==> src/rtl/rsp_pkg.sv <==
package rsp_pkg;
  // Group selected by the destination bit handled in a stage.
  typedef enum logic {
    GRP_LOW  = 1'b0,
    GRP_HIGH = 1'b1
  } grp_e;

  // Lines per sub-block at the stage that handles destination bit k.
  function automatic int unsigned block_lines(int unsigned k);
    return 32'd1 << (k + 1);
  endfunction
endpackage

==> src/rtl/rsp_cube.sv <==
// Indirect binary cube: LSB-first stages of 2x2 switches. Each packet is
// steered so that its line index takes the bit of its tag for that stage.
module rsp_cube #(
  parameter int S  = 4,
  parameter int W  = 12,
  parameter int TW = $clog2(S)
) (
  input  logic            clk,
  input  logic            rst_n,
  input  logic [S*W-1:0]  in_pkt,
  input  logic [S*TW-1:0] in_tag,
  output logic [S*W-1:0]  out_pkt
);
  localparam int LG = $clog2(S);

  for (genvar m = 0; m < LG; m++) begin : g_stg
    logic [S*W-1:0]  pk_i, pk_o;
    logic [S*TW-1:0] tg_i, tg_o;

    if (m == 0) begin : g_first
      assign pk_i = in_pkt;
      assign tg_i = in_tag;
    end else begin : g_next
      assign pk_i = g_stg[m-1].pk_o;
      assign tg_i = g_stg[m-1].tg_o;
    end

    for (genvar j = 0; j < S; j++) begin : g_ln
      localparam int P   = j ^ (1 << m);
      localparam bit MYB = ((j >> m) & 1) != 0;
      logic keep, take;

      assign keep = pk_i[j*W + W-1] && (tg_i[j*TW + m] == MYB);
      assign take = pk_i[P*W + W-1] && (tg_i[P*TW + m] == MYB);

      assign pk_o[j*W +: W]   = keep ? pk_i[j*W +: W]   : (take ? pk_i[P*W +: W]   : '0);
      assign tg_o[j*TW +: TW] = keep ? tg_i[j*TW +: TW] : (take ? tg_i[P*TW +: TW] : '0);

      // a switch never sees two packets claiming the same outlet.
      p_switch_no_clash_r4: assert property (@(posedge clk) disable iff (!rst_n)
        !(keep && take));
    end
  end

  assign out_pkt = g_stg[LG-1].pk_o;
endmodule

==> src/rtl/rsp_concentrator.sv <==
// Prefix-count ranking of selected lines, rank offset, then cube routing.
module rsp_concentrator #(
  parameter int S   = 4,
  parameter int W   = 12,
  parameter int OFF = 0
) (
  input  logic           clk,
  input  logic           rst_n,
  input  logic [S*W-1:0] in_pkt,
  input  logic [S-1:0]   in_take,
  output logic [S*W-1:0] out_pkt
);
  localparam int TW = $clog2(S);
  localparam int CW = TW + 1;
  localparam logic [CW-1:0] OFFV = CW'(OFF);

  logic [S*W-1:0]  sel_pkt;
  logic [S*TW-1:0] rank_tag;
  logic [CW-1:0]   run_cnt;
  logic [CW-1:0]   sum_v;

  always_comb begin
    run_cnt = '0;
    sum_v   = '0;
    sel_pkt  = '0;
    rank_tag = '0;
    for (int j = 0; j < S; j++) begin
      sum_v = run_cnt + OFFV;
      rank_tag[j*TW +: TW] = sum_v[TW-1:0];
      sel_pkt[j*W +: W]    = in_take[j] ? in_pkt[j*W +: W] : '0;
      run_cnt = run_cnt + {{TW{1'b0}}, in_take[j]};
    end
  end

  // a group never exceeds the half sub-block it is concentrated into.
  p_group_fits_r3: assert property (@(posedge clk) disable iff (!rst_n)
    $countones(in_take) <= S/2);

  rsp_cube #(.S(S), .W(W), .TW(TW)) u_cube (
    .clk     (clk),
    .rst_n   (rst_n),
    .in_pkt  (sel_pkt),
    .in_tag  (rank_tag),
    .out_pkt (out_pkt)
  );
endmodule

==> src/rtl/rsp_separator.sv <==
// One sub-block of a stage: distributor on bit K plus two concentrators.
module rsp_separator
  import rsp_pkg::*;
#(
  parameter int S  = 4,
  parameter int DW = 8,
  parameter int AW = 3,
  parameter int K  = 1,
  parameter int W  = 1 + AW + DW
) (
  input  logic           clk,
  input  logic           rst_n,
  input  logic [S*W-1:0] in_pkt,
  output logic [S*W-1:0] out_pkt
);
  logic [S-1:0]   take_lo, take_hi;
  logic [S*W-1:0] lo_pkt, hi_pkt;
  logic [S-1:0]   lo_v, hi_v;
  grp_e           grp;

  always_comb begin
    take_lo = '0;
    take_hi = '0;
    grp     = GRP_LOW;
    for (int j = 0; j < S; j++) begin
      grp = grp_e'(in_pkt[j*W + DW + K]);
      take_lo[j] = in_pkt[j*W + W-1] && (grp == GRP_LOW);
      take_hi[j] = in_pkt[j*W + W-1] && (grp == GRP_HIGH);
    end
  end

  rsp_concentrator #(.S(S), .W(W), .OFF(0)) u_conc_lo (
    .clk (clk), .rst_n (rst_n),
    .in_pkt (in_pkt), .in_take (take_lo), .out_pkt (lo_pkt)
  );

  rsp_concentrator #(.S(S), .W(W), .OFF(S/2)) u_conc_hi (
    .clk (clk), .rst_n (rst_n),
    .in_pkt (in_pkt), .in_take (take_hi), .out_pkt (hi_pkt)
  );

  always_comb begin
    for (int j = 0; j < S; j++) begin
      lo_v[j] = lo_pkt[j*W + W-1];
      hi_v[j] = hi_pkt[j*W + W-1];
    end
  end

  assign out_pkt = lo_pkt | hi_pkt;

  // the two groups land on disjoint lines, so merging loses nothing.
  p_merge_disjoint_r4: assert property (@(posedge clk) disable iff (!rst_n)
    (lo_v & hi_v) == '0);
  // 0-group packets stay in the upper half, 1-group in the lower half.
  p_halves_r3: assert property (@(posedge clk) disable iff (!rst_n)
    ((lo_v >> (S/2)) == '0) && ((hi_v & S'((1 << (S/2)) - 1)) == '0));
endmodule

==> src/rtl/rsp_net.sv <==
module rsp_net
  import rsp_pkg::*;
#(
  parameter int N  = 8,
  parameter int DW = 8,
  parameter int AW = $clog2(N)
) (
  input  logic            clk,
  input  logic            rst_n,
  input  logic [N-1:0]    in_valid,
  input  logic [N*AW-1:0] in_addr,
  input  logic [N*DW-1:0] in_data,
  output logic [N-1:0]    out_valid,
  output logic [N*AW-1:0] out_addr,
  output logic [N*DW-1:0] out_data
);
  localparam int LG = $clog2(N);
  localparam int W  = 1 + AW + DW;

  // Reset release synchroniser.
  logic [1:0] rsync_q;
  logic       rst_ok;

  always_ff @(posedge clk or negedge rst_n) begin
    if (!rst_n) rsync_q <= '0;
    else        rsync_q <= {rsync_q[0], 1'b1};
  end
  assign rst_ok = rsync_q[1];

  // Packing: idle lanes enter as all-zero so their fields cannot matter.
  logic [N*W-1:0] pkt_in;
  always_comb begin
    for (int j = 0; j < N; j++) begin
      pkt_in[j*W +: W] = in_valid[j] ? {1'b1, in_addr[j*AW +: AW], in_data[j*DW +: DW]} : '0;
    end
  end

  for (genvar s = 0; s < LG; s++) begin : g_st
    localparam int K  = LG - 1 - s;
    localparam int S  = int'(block_lines(K));
    localparam int NB = N / S;

    logic [N*W-1:0] src, nxt, q;
    logic [N-1:0]   vq;

    if (s == 0) begin : g_src0
      assign src = pkt_in;
    end else begin : g_srcn
      assign src = g_st[s-1].q;
    end

    for (genvar b = 0; b < NB; b++) begin : g_blk
      rsp_separator #(.S(S), .DW(DW), .AW(AW), .K(K), .W(W)) u_sep (
        .clk     (clk),
        .rst_n   (rst_ok),
        .in_pkt  (src[b*S*W +: S*W]),
        .out_pkt (nxt[b*S*W +: S*W])
      );
    end

    always_ff @(posedge clk or negedge rst_ok) begin
      if (!rst_ok) q <= '0;
      else         q <= nxt;
    end

    for (genvar j = 0; j < N; j++) begin : g_v
      localparam logic [AW-1:0] JA = AW'(j);
      assign vq[j] = q[j*W + W-1];
      // after the stage for bit K, the upper address bits match the line.
      p_block_place_r3: assert property (@(posedge clk) disable iff (!rst_ok)
        vq[j] |-> (((q[j*W + DW +: AW] ^ JA) >> K) == '0));
    end

    if (s > 0) begin : g_cnt
      // each stage hands on exactly as many packets as it received.
      p_count_kept_r4: assert property (@(posedge clk) disable iff (!rst_ok)
        $countones(vq) == $past($countones(g_st[s-1].vq)));
    end
  end

  always_comb begin
    for (int j = 0; j < N; j++) begin
      out_valid[j]          = g_st[LG-1].q[j*W + W-1];
      out_addr[j*AW +: AW]  = g_st[LG-1].q[j*W + DW +: AW];
      out_data[j*DW +: DW]  = g_st[LG-1].q[j*W +: DW];
    end
  end

  for (genvar j = 0; j < N; j++) begin : g_chk
    localparam logic [AW-1:0] JA = AW'(j);
    // a delivered packet sits on the lane named by its address.
    p_addr_match_r3: assert property (@(posedge clk) disable iff (!rst_ok)
      out_valid[j] |-> (out_addr[j*AW +: AW] == JA));
    // an empty lane carries no stale fields.
    p_idle_zero_r5: assert property (@(posedge clk) disable iff (!rst_ok)
      !out_valid[j] |-> ((out_addr[j*AW +: AW] == '0) && (out_data[j*DW +: DW] == '0)));
  end
endmodule

==> config.mk <==
export PLATFORM = sky130hd
export DESIGN_NAME = rsp_net
export DESIGN_NICKNAME = d
export VERILOG_FILES = /design/src/rtl/rsp_pkg.sv /design/src/rtl/rsp_cube.sv /design/src/rtl/rsp_concentrator.sv /design/src/rtl/rsp_separator.sv /design/src/rtl/rsp_net.sv
export SDC_FILE = /design/constraint.sdc
export NUM_CORES = 1
export LEC_CHECK = 0
export BUFFER_PORTS_ARGS = -buffer_cell sky130_fd_sc_hd__buf_2
export CORE_ASPECT_RATIO = 1.4
export CORE_MARGIN = 5
export CORE_UTILIZATION = 50
export DETAILED_ROUTE_END_ITERATION = 8
export PLACE_DENSITY = 0.65
export SETUP_SLACK_MARGIN = 0.2
export SLEW_MARGIN = 20
export SYNTH_ARGS = -nofsm -noshare
export SYNTH_HDL_FRONTEND = slang
export SYNTH_HIERARCHICAL = 1
export SYNTH_SLANG_ARGS = --single-unit
export TNS_END_PERCENT = 1
==> constraint.sdc <==
create_clock -name clk -period 14.6 [get_ports clk]
set_input_delay 1.46 -clock clk [delete_from_list [all_inputs] [get_ports clk]]
set_output_delay 1.46 -clock clk [all_outputs]
set_load 0.02 [all_outputs]
==> impl_metrics.py, run 1 <==
metrics = {
    "timing": {
        "final.period_utilization": 0.512,
        "timing.final.hold_violations": 0,
        "worstMarginPinSlew_ps": 1870,
        "rsz0062_at_grt": "no",
        "maximum_clock_skew_at_final_layout_ps": 14.9,
        "setup_viols_final": 0,
        "fmaxAchievable_mhz": 134,
        "period_minus_slack_ps": 7470,
        "report.final.slew_viol_count": 26,
        "slew_headroom": -0.282,
        "fin_setup_tns_ps": 0,
    },
    "placed_design": {
        "port_buffers": 193,
        "total_half_perimeter_wirelength_after_legalization_and_detailed_placement_um": 120000,
        "dpl-instance-area_um2": 37600,
        "gp_congestion": 1.04,
        "placed_cells_incl_taps": 5312,
    },
    "floorplanning": {
        "floorplan.rows": 118,
        "die_h_um": 332,
        "io_pins": 194,
        "start_util": 0.502,
        "core_footprint_um2": 73700,
        "chipWidth_um": 240,
        "fp.dieArea_um2": 79600,
    },
    "final_layout": {
        "layout-drive-gt1-share": 0.178,
        "final_core_util": 0.525,
        "layout_commonest_cell": "sky130_fd_sc_hd__and2_1",
        "fillerInstances": 7137,
        "finish.net_count": 4514,
        "area.growth.synth_to_final_pct": 4.47,
        "instances_no_fill": 5366,
        "final_cell_mix": "590 x sky130_fd_sc_hd__and2_1, 454 x sky130_fd_sc_hd__mux2i_1, 289 x sky130_fd_sc_hd__dfrtp_1, 288 x sky130_fd_sc_hd__or2_1, 244 x sky130_fd_sc_hd__and2_2",
        "layout.cell_area.non_filler_um2": 38700,
    },
    "global_routing": {
        "grt_max_degree": 182,
        "grt_pass1_wl_um": 224000,
        "grt_usage": 0.368,
        "use_met2": 0.603,
        "grt_util_met1": 0.418,
        "gr-total-overflow": 0,
        "initial_antenna_violation_count": 1,
        "globalRoute.busiestLayer": "met2",
        "global_route.usage.met3": 0.0521,
        "grt_pass1_vias": 33968,
    },
    "critical_path": {
        "crit_buf_inv": 5,
        "timing.critical_path.from": "in_valid[0]",
        "worstSetupStartpointType": "input pin",
        "cp_cell_sequence": "buf_2 -> and2_1 -> and2_2 -> inv_1 -> fa_1 -> inv_1 -> ha_1 -> inv_1 -> fa_1 -> inv_1 -> ha_1 -> ha_1 -> ha_1 -> and3_1 -> a31oi_2 -> o21a_1 -> mux2_2 -> or2_1",
        "worst_r2r_startpoint": "g_st[0].q[57]$_DFF_PN0_",
        "crit_family": "adder cells",
        "cp_data_arrival_time_ps": 7950,
        "crit_path_max_fanout": 26,
        "endpoint_kind": "flop",
        "crit_required_ps": 15080,
        "max_stage_delay_ps": 860,
        "critPathSlowestCell": "sky130_fd_sc_hd__a31oi_2",
        "path_class": "in2reg",
    },
    "run_status": {
        "failing_checks": "max-slew violations",
        "outcome": "complete, but fails checks",
    },
    "synthesis": {
        "ys_types": 68,
        "synth_area_um2": 37000,
        "syn_inst": 4383,
        "synth_top_cells_by_area": "sky130_fd_sc_hd__dfrtp_1 20%, sky130_fd_sc_hd__mux2i_1 12%, sky130_fd_sc_hd__and2_1 10%",
        "ys_async_sr_fraction": 1.00,
        "synth.largest_area_cell": "sky130_fd_sc_hd__dfrtp_1",
        "synthesized_flop_and_latch_total": 290,
        "synth.avg_cell_area_um2": 8.44,
        "ys_seq_area_frac": 0.196,
        "number_of_flops_mapped_to_enable_cells_by_yosys": 0,
        "synth-warning-count": 6,
        "proportion_of_netlist_area_held_by_the_largest_area_contributor": 0.196,
        "dominantRegCellSynth": "sky130_fd_sc_hd__dfrtp_1",
    },
    "pwr": {
        "total_leakage_power_nw": 18.4,
        "power_density_nw_per_um2": 58.3,
        "worst_ir_drop_vdd_v": 0.0000824,
    },
    "clock_network": {
        "numCtsBuffers": 30,
        "holdBufCountCts": 0,
        "tritoncts_clock_tree": "built",
        "clock_tree.htree_level_count": 1,
        "clkSinkCount": 290,
        "number_of_buffers_on_the_longest_clock_path": 3,
        "cts.repair_timing.setup_buffer_count": 0,
        "clkLatencyLatePin_ps": 600,
        "path_clk_slew_ps": 70,
        "cts_repair_resize_count": 0,
        "root_buffer_master": "sky130_fd_sc_hd__clkbuf_16",
    },
    "worst_hold_path": {
        "hold_path_class": "reg2reg",
        "hold_path_startpoint": "rsync_q[0]$_DFF_PN0_",
    },
    "routing": {
        "drt-total-wl_um": 155000,
        "route.vias.total": 35527,
        "routedWlPerCell_um": 28.9,
        "routed_via_density": 6.62,
        "dr.first_iter.drc_count": 4161,
        "remaining_drc_errors": 0,
        "detailedRoute.firstPassIterationCount": 6,
        "drt.antenna.violating_nets": 0,
    },
    "flow_run": {
        "timing.max_cap.violations": 0,
    },
}
## per-layer routing
| metal | up-vias | wire length (µm) |
|---|---|---|
| li1 | 15920 | - |
| met1 | 16862 | 55100 |
| met2 | 2126 | 71300 |
| met3 | 619 | 11500 |
| met4 | 0 | 17100 |
| met5 | - | 0 |
## sequential cells by signal (all words and copies together) (netlist names)
register and flops:
g_st.q 288, rsync_q 2
## kinds of logic (layout without fill, tap and decap cells)
| kind of cell | Yosys count | count (layout) | share of synthesized area |
|---|---|---|---|
| compound gates | 974 | 974 | 0.203 |
| fa+ha+maj | 32 | 32 | 0.0124 |
| simple gates | 2024 | 2024 | 0.352 |
| mux | 558 | 558 | 0.158 |
| other cells | 18 | 170 | 0.00183 |
| flops | 290 | 290 | 0.196 |
| buf+inv | 479 | 350 | 0.0735 |
| xor+xnor | 8 | 8 | 0.00230 |
## synthesized netlist by cell type (all sizes together), types with 4 or more instances
| cell | number |
|---|---|
| a211oi | 10 |
| clkbuf | 190 |
| a22oi | 52 |
| nand3b | 12 |
| a32o | 12 |
| and2 | 838 |
| fa | 8 |
| and2b | 24 |
| xnor2 | 4 |
| ha | 24 |
| or2 | 292 |
| nor3 | 4 |
| inv | 63 |
| a221oi | 84 |
| a311o | 16 |
| or3b | 8 |
| a31oi | 144 |
| o21ai | 102 |
| or3 | 10 |
| and3b | 170 |
| nor2 | 76 |
| a2bb2oi | 24 |
| mux2i | 476 |
| a21oi | 50 |
| xor2 | 4 |
| a31o | 142 |
| a21o | 36 |
| dfrtp | 290 |
| nand2b | 32 |
| buf | 226 |
| o32ai | 10 |
| nor3b | 12 |
| nor2b | 150 |
| mux2 | 82 |
| conb | 18 |
| nand3 | 198 |
| nand4 | 24 |
| a22o | 50 |
| nand2 | 50 |
| o31ai | 4 |
| and3 | 122 |
| a32oi | 228 |
## power breakdown
part | switching [mW] | internal (mW) | leakage [nW]
logic | 0.430 | 0.186 | 13.9
clock network | 0.345 | 0.447 | 0.489
registers | 0.0250 | 0.820 | 4.04
total | 0.801 | 1.45 | 18.4
## worst paths after layout
check / to / slack [ps] / cells past startpoint
min: rsync_q[1]$_DFF_PN0_ / 360 / 0
min reg2reg: rsync_q[1]$_DFF_PN0_ / 360 / 0
max: g_st[0].q[91]$_DFF_PN0_ / 7130 / 18
max in group asynchronous: g_st[0].q[0]$_DFF_PN0_ / 12670 / 2
min in group asynchronous: g_st[2].q[30]$_DFF_PN0_ / 560 / 1
max reg2reg: g_st[1].q[74]$_DFF_PN0_ / 10530 / 6
## per-stage QoR
step | worst slack, ps | hold slack [ps] | total power [mW]
after floorplan | 5920 | 331 | 1.29
after global placement | 6610 | 335 | 1.44
after detailed placement | 6540 | 359 | 1.44
after CTS | 7170 | 380 | 2.24
after global routing | 6830 | 376 | 2.33
final | 7130 | 358 | 2.25
## worst reg2reg max path: stages (launching register included)
cell,delay (ps)
sky130_fd_sc_hd__dfrtp_1,520
sky130_fd_sc_hd__and2_2,400
sky130_fd_sc_hd__ha_1,640
sky130_fd_sc_hd__nand2b_1,930
sky130_fd_sc_hd__mux2i_4,780
sky130_fd_sc_hd__mux2i_1,550
sky130_fd_sc_hd__or2_1,180
## area by class of cell
class,count,area [µm²],area share
diodes,1,2.50,0.0000647
well taps,960,1200,0.0311
inverters,63,236,0.00612
clock inverters,16,174,0.00450
clock buffers,37,838,0.0217
multi-input cells,3765,27700,0.715
flip-flops and latches,290,7260,0.188
repair buffers,234,1290,0.0333
No activity file was read; power rests on OpenSTA's default activity.
==> inputs of run 2 (changes only) <==
==> constraint.sdc (replaced) <==
create_clock -name clk -period 7.6 [get_ports clk]
set_input_delay 0.76 -clock clk [delete_from_list [all_inputs] [get_ports clk]]
set_output_delay 0.76 -clock clk [all_outputs]
set_load 0.02 [all_outputs]
==> impl_metrics.py, run 2 (same netlist as run 1, synthesis figures left out) <==
metrics = {
    "run_status": {
        "outcome": "complete, but fails checks",
        "failing_checks": "max-slew violations",
    },
    "floorplanning": {
        "start_util": 0.502,
        "chipWidth_um": 240,
        "core_footprint_um2": 73700,
        "fp.dieArea_um2": 79600,
        "io_pins": 194,
        "floorplan.rows": 118,
        "die_h_um": 332,
    },
    "timing": {
        "maximum_clock_skew_at_final_layout_ps": 22.4,
        "final.period_utilization": 0.853,
        "final_critical_path_setup_slack_ps": 1120,
        "fmaxAchievable_mhz": 154,
        "setup_viols_final": 0,
        "rsz0062_at_grt": "no",
        "fin_setup_tns_ps": 0,
        "report.final.slew_viol_count": 26,
        "period_minus_slack_ps": 6480,
        "slew_headroom": -0.403,
        "timing.final.hold_violations": 0,
        "worstMarginPinSlew_ps": 2050,
    },
    "critical_path": {
        "setup.reg_to_reg.worst_slack_ps": 3360,
        "worstSetupStartpointType": "input pin",
        "critPathSlowestCell": "sky130_fd_sc_hd__fa_1",
        "max_stage_delay_ps": 840,
        "worst_r2r_startpoint": "g_st[0].q[57]$_DFF_PN0_",
        "path_class": "in2reg",
        "endpoint_kind": "flop",
        "cp_cell_sequence": "buf_2 -> and2_1 -> and2_2 -> inv_1 -> fa_1 -> inv_1 -> ha_1 -> inv_1 -> fa_1 -> inv_1 -> ha_1 -> ha_1 -> ha_1 -> and3_1 -> a31oi_2 -> o21a_1 -> mux2_2 -> or2_1",
        "cp_data_arrival_time_ps": 6990,
        "crit_required_ps": 8110,
        "crit_path_max_fanout": 26,
        "timing.critical_path.from": "in_valid[0]",
    },
    "global_routing": {
        "grt_pass1_vias": 33668,
        "initial_antenna_violation_count": 8,
        "use_met2": 0.624,
        "gr-total-overflow": 0,
        "grt_usage": 0.376,
        "grt_util_met1": 0.421,
        "globalRoute.busiestLayer": "met2",
        "grt_pass1_wl_um": 227000,
        "grt_max_degree": 147,
        "global_route.usage.met3": 0.0588,
    },
    "routing": {
        "route.vias.total": 35599,
        "routedWlPerCell_um": 29.5,
        "routed_via_density": 6.61,
        "drt-total-wl_um": 159000,
        "remaining_drc_errors": 0,
        "detailedRoute.firstPassIterationCount": 7,
        "dr.first_iter.drc_count": 4060,
        "drt.antenna.violating_nets": 0,
    },
    "final_layout": {
        "largest_register_ffs": 288,
        "layout_commonest_cell": "sky130_fd_sc_hd__and2_1",
        "largest_regs": "g_st.q (288), rsync_q (2)",
        "fillerInstances": 7226,
        "top_register": "g_st.q",
        "finish.net_count": 4528,
        "final_cell_mix": "590 x sky130_fd_sc_hd__and2_1, 455 x sky130_fd_sc_hd__mux2i_1, 289 x sky130_fd_sc_hd__dfrtp_1, 288 x sky130_fd_sc_hd__or2_1, 244 x sky130_fd_sc_hd__and2_2",
        "layout-drive-gt1-share": 0.181,
        "area.growth.synth_to_final_pct": 5.07,
    },
    "clock_network": {
        "numCtsBuffers": 30,
        "number_of_buffers_on_the_longest_clock_path": 3,
        "clock_tree.htree_level_count": 1,
        "path_clk_slew_ps": 70,
        "tritoncts_clock_tree": "built",
        "clkSinkCount": 290,
        "root_buffer_master": "sky130_fd_sc_hd__clkbuf_16",
        "cts_repair_resize_count": 0,
        "clkLatencyLatePin_ps": 630,
    },
    "placed_design": {
        "total_half_perimeter_wirelength_after_legalization_and_detailed_placement_um": 123000,
        "port_buffers": 193,
        "dp_slack_ps": 752,
        "gp_congestion": 1.04,
    },
    "pwr": {
        "worst_ir_drop_vdd_v": 0.000159,
        "power_density_nw_per_um2": 117,
        "total_leakage_power_nw": 18.5,
    },
    "flow_run": {
        "timing.max_cap.violations": 0,
    },
    "worst_hold_path": {
        "hold_path_class": "reg2async",
    },
}
==> run 2: changes by cell type in the layout (fill, tap and decap cells not counted), sizes merged <==
cell and delta:
bufinv +5, dlygate4sd3 +1, clkinv -1, inv -2, diode +7, buf +13
clkinvlp -1
==> run 2: metal layers <==
metal	routed length, µm	up-vias
met1	56100	16857
met2	74400	2120
met3	11600	650
met5	41	-
met4	16900	6
li1	-	15966
==> run 2: metrics by stage <==
stage | cell area [µm²] | util | hold WS [ps] | std cells | total power, mW
2_1_floorplan | 37600 | - | 331 | 4534 | 2.48
3_3_place_gp | 37700 | 0.512 | 327 | 5325 | 2.81
3_5_place_dp | 37700 | 0.512 | 335 | 5325 | 2.80
4_1_cts | 38900 | 0.527 | 344 | 5380 | 4.49
5_1_grt | 38900 | 0.527 | 364 | 5381 | 4.68
6_report | 38900 | 0.528 | 315 | 5388 | 4.53
==> run 2: worst paths after layout <==
path,to,cells past startpoint
worst max-delay path,g_st[0].q[94]$_DFF_PN0_,18
worst min-delay path,g_st[2].q[62]$_DFF_PN0_,0
worst max register to register,g_st[1].q[86]$_DFF_PN0_,9
worst min register to register,g_st[2].q[62]$_DFF_PN0_,0
max in group asynchronous,g_st[0].q[93]$_DFF_PN0_,2
min in group clk,rsync_q[1]$_DFF_PN0_,0
==> run 2: layout make-up <==
type	instances	area [µm²]	area share
diodes	8	20.0	0.000515
inverters	63	236	0.00608
multi-input cells	3765	27700	0.711
flip-flops and latches	290	7260	0.187
clock inverters	17	283	0.00727
repair buffers	248	1390	0.0359
clock buffers	37	828	0.0213
well taps	960	1200	0.0309
==> run 2: what timing repair did <==
item | 4_1_cts | 5_1_grt
hold endpoints to repair | 2 | 0
endpoints found under the setup margin | 0 | 0
hold buffers | 1 | 0
buffers inserted | 0 | 0
==> run 2: power by group <==
group,switching [mW],internal [mW]
logic,0.846,0.367
registers,0.0522,1.58
clock network,0.680,1.01
==> run 2: worst max-delay path: cells and delay by family <==
kind            cells  cell delay, ps
fa+ha+maj           6            2870
compound gates      2            1170
buf+inv             5             720
mux                 1             390
simple gates        4            1080
